File: src/rtl/wdog_pkg.sv
package wdog_pkg;
  localparam int PRE_W  = 17;
  localparam int TAP_IW = $clog2(PRE_W);
  localparam int KEY_W  = 8;
  localparam logic [KEY_W-1:0] KEY_CSR = 8'hA5;
  localparam logic [KEY_W-1:0] KEY_CNT = 8'h5A;

  // prescaler bit whose rising edge forms the count tick for each rate code
  function automatic logic [TAP_IW-1:0] tap_index(input logic [2:0] code);
    logic [TAP_IW-1:0] t;
    case (code)
      3'd0: t = TAP_IW'(0);
      3'd1: t = TAP_IW'(5);
      3'd2: t = TAP_IW'(6);
      3'd3: t = TAP_IW'(8);
      3'd4: t = TAP_IW'(10);
      3'd5: t = TAP_IW'(12);
      3'd6: t = TAP_IW'(14);
      default: t = TAP_IW'(16);
    endcase
    return t;
  endfunction
endpackage

File: src/rtl/wdog_prescaler.sv
module wdog_prescaler
  import wdog_pkg::*;
#(
  parameter int W = PRE_W
) (
  input  logic       clk,
  input  logic       rst,
  input  logic [2:0] rate,
  output logic       tick
);
  logic [W-1:0] pre_q;
  logic         sel_bit;
  logic         prev_q;

  assign sel_bit = pre_q[tap_index(rate)];
  assign tick    = sel_bit & ~prev_q;

  always_ff @(posedge clk) begin
    if (rst) begin
      pre_q  <= '0;
      prev_q <= 1'b0;
    end else begin
      pre_q  <= pre_q + 1'b1;
      prev_q <= sel_bit;
    end
  end
endmodule

File: src/rtl/wdog_counter.sv
module wdog_counter #(
  parameter int CNT_W = 8
) (
  input  logic             clk,
  input  logic             rst,
  input  logic             en,
  input  logic             ld,
  input  logic [CNT_W-1:0] ld_val,
  input  logic             tick,
  output logic [CNT_W-1:0] cnt_o,
  output logic             wrap_o
);
  localparam logic [CNT_W-1:0] CNT_MAX = '1;

  assign wrap_o = en & tick & ~ld & (cnt_o == CNT_MAX);

  always_ff @(posedge clk) begin
    if (rst || !en)
      cnt_o <= '0;
    else if (ld)
      cnt_o <= ld_val;
    else if (tick)
      cnt_o <= cnt_o + 1'b1;
  end
endmodule

File: src/rtl/wdog_csr.sv
module wdog_csr (
  input  logic       clk,
  input  logic       rst,
  input  logic       csr_rd,
  input  logic       csr_wr,
  input  logic [7:0] wr_byte,
  input  logic       wrap,
  input  logic       auto_clr,
  output logic       flag_o,
  output logic       mode_o,
  output logic       en_o,
  output logic [2:0] rate_o,
  output logic [7:0] csr_val
);
  logic armed_q;
  logic sw_clr;

  assign csr_val = {flag_o, mode_o, en_o, 2'b11, rate_o};
  assign sw_clr  = csr_wr & ~wr_byte[7] & armed_q;

  always_ff @(posedge clk) begin
    if (rst) begin
      flag_o  <= 1'b0;
      mode_o  <= 1'b0;
      en_o    <= 1'b0;
      rate_o  <= 3'd0;
      armed_q <= 1'b0;
    end else begin
      if (wrap)
        flag_o <= 1'b1;
      else if (auto_clr || sw_clr)
        flag_o <= 1'b0;

      if (auto_clr || sw_clr)
        armed_q <= 1'b0;
      else if (csr_rd && flag_o)
        armed_q <= 1'b1;

      if (csr_wr) begin
        mode_o <= wr_byte[6];
        en_o   <= wr_byte[5];
        rate_o <= wr_byte[2:0];
      end
    end
  end
endmodule

File: src/rtl/wdog_itimer.sv
module wdog_itimer
  import wdog_pkg::*;
#(
  parameter int   CNT_W      = 8,
  parameter bit   RST_REQ_EN = 1'b1
) (
  input  logic        clk,
  input  logic        rst,
  input  logic        addr,
  input  logic [15:0] wdata,
  input  logic        wr_en,
  input  logic        rd_en,
  output logic [7:0]  rdata,
  output logic        irq_o,
  output logic        wdt_ovf_o,
  output logic        rst_req_o
);
  logic             tick;
  logic             wrap;
  logic             ovf_flag, mode_q, en_q;
  logic [2:0]       rate_q;
  logic [7:0]       csr_val;
  logic [CNT_W-1:0] cnt_q;
  logic             csr_wr, cnt_wr, csr_rd;

  assign csr_wr = wr_en & ~addr & (wdata[15:8] == KEY_CSR);
  assign cnt_wr = wr_en &  addr & (wdata[15:8] == KEY_CNT);
  assign csr_rd = rd_en & ~addr;

  wdog_prescaler #(.W(PRE_W)) u_pre (
    .clk(clk), .rst(rst), .rate(rate_q), .tick(tick)
  );

  wdog_counter #(.CNT_W(CNT_W)) u_cnt (
    .clk(clk), .rst(rst), .en(en_q), .ld(cnt_wr),
    .ld_val(wdata[CNT_W-1:0]), .tick(tick), .cnt_o(cnt_q), .wrap_o(wrap)
  );

  wdog_csr u_csr (
    .clk(clk), .rst(rst), .csr_rd(csr_rd), .csr_wr(csr_wr),
    .wr_byte(wdata[7:0]), .wrap(wrap), .auto_clr(rst_req_o),
    .flag_o(ovf_flag), .mode_o(mode_q), .en_o(en_q), .rate_o(rate_q),
    .csr_val(csr_val)
  );

  always_ff @(posedge clk) begin
    if (rst) begin
      rdata     <= 8'h00;
      irq_o     <= 1'b0;
      wdt_ovf_o <= 1'b0;
      rst_req_o <= 1'b0;
    end else begin
      if (rd_en)
        rdata <= addr ? 8'(cnt_q) : csr_val;
      irq_o     <= ovf_flag & ~mode_q;
      wdt_ovf_o <= wrap & mode_q;
      rst_req_o <= wrap & mode_q & RST_REQ_EN;
    end
  end
endmodule

File: config.mk
export PLATFORM = sky130hd
export DESIGN_NAME = wdog_itimer
export DESIGN_NICKNAME = d
export VERILOG_FILES = /design/src/rtl/wdog_pkg.sv /design/src/rtl/wdog_prescaler.sv /design/src/rtl/wdog_counter.sv /design/src/rtl/wdog_csr.sv /design/src/rtl/wdog_itimer.sv
export SDC_FILE = /design/constraint.sdc
export NUM_CORES = 1
export LEC_CHECK = 0
export BUFFER_PORTS_ARGS = -buffer_cell sky130_fd_sc_hd__buf_2
export CORE_MARGIN = 3
export CORE_UTILIZATION = 59
export CTS_BUF_LIST = sky130_fd_sc_hd__clkbuf_4 sky130_fd_sc_hd__clkbuf_8
export CTS_CLUSTER_SIZE = 28
export DETAILED_ROUTE_END_ITERATION = 8
export PLACE_DENSITY = 0.86
export SLEW_MARGIN = 20
export SYNTH_ARGS = -nofsm -noshare
export SYNTH_HDL_FRONTEND = slang
export SYNTH_SLANG_ARGS = --single-unit
File: constraint.sdc
create_clock -name clk -period 2.6 [get_ports clk]
set_input_delay 0.26 -clock clk [delete_from_list [all_inputs] [get_ports clk]]
set_output_delay 0.26 -clock clk [all_outputs]
set_load 0.02 [all_outputs]
==> flow_metrics.env <==
export IMPL_status="completed"
export IMPL_crit_type="flop to flop"
export IMPL_fin_nets=301
export IMPL_ant_nets=0
export IMPL_yosys_register_bits=43
export IMPL_hpwl_um=3380
export IMPL_crit_fanout=10
export IMPL_path_clk_slew_ns=0.08
export IMPL_drt_total_wl_um=4860
export IMPL_vdd_drop_max_mv=0.482
export IMPL_hold_violations=0
export IMPL_relSlewSlack_pct=58.8
export IMPL_required_ns=2.82
export IMPL_slew_viol_final=0
export IMPL_synthFlopType="dfxtp_1"
export IMPL_cts_buffers_inserted=5
export IMPL_wire_per_inst_um=15.1
export IMPL_clock_latency_ns=0.30
export IMPL_die_area_um2=4460
export IMPL_leakage_nw=0.990
export IMPL_place_gp_congestion=0.835
export IMPL_die_h_um=66.8
export IMPL_synth_edf_count=0
export IMPL_final_period_utilization_pct=95.4
export IMPL_clock_sinks=43
export IMPL_synthArstFlopShare_pct=0
export IMPL_area_growth_pct=15.1
export IMPL_power_density_nw_per_um2=547
export IMPL_row_count=21
export IMPL_drc_errors=0
export IMPL_initial_core_util_pct=63.4
export IMPL_timing_fmax_ghz=0.403
export IMPL_fin_crit_ns=2.48
export IMPL_cp_start_kind="flop"
export IMPL_maxCapViolCount=0
export IMPL_synth_area_um2=2180
export IMPL_via_per_inst=6.12
export IMPL_synth_cell_types=47
export IMPL_port_buffers=31
export IMPL_synth_cells=246
export IMPL_num_vias=1965
export IMPL_finalSetupViolCount=0
export IMPL_grt_use_total_pct=23.7
export IMPL_final_layout_size_suffix_gt1_share_pct=18.9
export IMPL_drtPass1Iterations=4
export IMPL_synth_nets=273
export IMPL_clockRootBuffer="clkbuf_8"
export IMPL_overflow=0
export IMPL_tritoncts="built"
export IMPL_yosysSeqAreaShare_pct=39.4
export IMPL_final_core_util_pct=73.0
export IMPL_cts_hold_buffers_added=0
export IMPL_antennaDiodeCount=0
export IMPL_hp_class="input port to flop"
export IMPL_post_cts_buffers=0
export IMPL_pin_count=32
export IMPL_worstPathArrival_ns=2.70
export IMPL_setup_tns_ns=0
export IMPL_yosysWarningCount=0
export IMPL_h_tree_depth=2
export IMPL_skew_ns=0.00403
export IMPL_grt_start_max_net_pins=36
export IMPL_coreArea_um2=3440
export IMPL_layout_common_cells="42 x dfxtp_1, 31 x nor2_1, 31 x buf_2, 12 x nand3_1"
export IMPL_tightestPinTransition_ns=0.618
export IMPL_drtIter0Drc=152
export IMPL_grt_pass1_vias=1774
export IMPL_final_common_cell="dfxtp_1"
export IMPL_avgSynthCellArea_um2=8.87
export IMPL_grt_antenna_before_repair=0
export IMPL_die_w_um=66.8
export IMPL_critPathCaptureType="flop"
export IMPL_clk_path_buf_depth=2
export IMPL_rsz0062_at_grt="false"
export IMPL_grt_pass1_wl_um=7980
-- final cells by class --
class                   count  area, µm²
fillers                   248        930
inverters                  11       41.3
multi-input cells         178       1230
repair buffers             35        185
clock buffers               5       68.8
well taps                  46       57.6
flip-flops and latches     43        862
clock inverters             3       67.6
-- routing by layer --
layer,routed length (µm),track usage (%),vias to the layer above
li1,-,-,958
met2,2210,36.6,67
met1,2200,30.0,928
met4,113,10.4,0
met5,0,0,-
met3,338,7.59,12
-- power breakdown --
group	switching, mW	internal (mW)
logic	0.0494	0.0328
registers	0.00976	0.669
clock network	0.230	0.383
-- registers in the layout (all words and copies together), names as in the netlist --
register	cells
u_csr.rate_o	3
u_csr.en_o	1
irq_o	1
u_csr.flag_o	1
u_pre.pre_q	17
u_cnt.cnt_o	8
u_csr.armed_q	1
u_csr.mode_o	1
u_pre.prev_q	1
rst_req_o	1
rdata	8
-- critical path: stages, from the launching register on --
cell and delay (ns):
dfxtp_2 0.37, inv_1 0.08, ha_1 0.20, nor2b_4 0.15, a311o_1 0.35, o31a_1 0.26
a32o_2 0.31, or4_1 0.49, a31oi_1 0.19
-- cell families (layout without fill, tap and decap cells) --
logic type | count (synthesis) | count (layout) | synth area share, %
XOR/XNOR | 13 | 13 | 5.22
flip-flops | 43 | 43 | 39.4
AO/OA/AOI/OAI | 54 | 54 | 16.9
adder cells (fa/ha/maj) | 6 | 6 | 3.44
buffers and inverters | 25 | 54 | 4.87
multiplexers | 13 | 13 | 7.11
AND/OR/NAND/NOR | 92 | 92 | 23.1
-- repair_timing --
item / 4_1_cts / 5_1_grt
gates resized for setup: 0 / 4
endpoints found under the hold margin: 0 / 0
endpoints found under the setup margin: 0 / 9
-- stage by stage --
| step | worst slack, ns | power, mW | cell area (µm²) | std cells | hold WS (ns) |
|---|---|---|---|---|---|
| 3_3_place_gp | 0.194 | 0.772 | 2360 | 313 | 0.443 |
| 5_1_grt | 0.00484 | 1.42 | 2510 | 321 | 0.207 |
| 6_report | 0.120 | 1.37 | 2510 | 321 | 0.208 |
| 2_1_floorplan | 0.251 | 0.743 | 2180 | 246 | 0.404 |
| 4_1_cts | 0.0504 | 1.39 | 2500 | 321 | 0.202 |
| 3_5_place_dp | 0.108 | 0.775 | 2360 | 313 | 0.452 |
-- Yosys cell counts, drive strengths merged (4+ instances only) --
| cell type | n | area share (%) |
|---|---|---|
| a21oi | 7 | 1.6 |
| o21ai | 11 | 2.5 |
| clkbuf | 10 | 1.7 |
| nor2b | 5 | 1.8 |
| xor2 | 8 | 3.2 |
| xnor2 | 5 | 2.0 |
| and4 | 4 | 1.6 |
| a31oi | 9 | 2.6 |
| ha | 6 | 3.4 |
| inv | 11 | 1.9 |
| mux2i | 11 | 5.0 |
| dfxtp | 43 | 39 |
| nor3 | 6 | 1.4 |
| and3 | 4 | 1.1 |
| a211oi | 7 | 2.4 |
| o31ai | 4 | 1.4 |
| o31a | 4 | 1.6 |
| nand3 | 12 | 2.8 |
| nand2 | 8 | 1.4 |
| buf | 4 | 1.3 |
| nor2 | 31 | 5.3 |
-- path summary, 6_finish.rpt --
path              startpoint              end  slack [ns]  cells after the start
max          u_csr.rate_o[1]   u_cnt.cnt_o[6]        0.12                      8
min                 wdata[2]  u_csr.rate_o[2]        0.21                      3
max reg2reg  u_csr.rate_o[1]   u_cnt.cnt_o[6]        0.12                      8
min reg2reg   u_pre.pre_q[0]   u_pre.pre_q[0]        0.47                      1
Power figures use the tool's default switching activity.
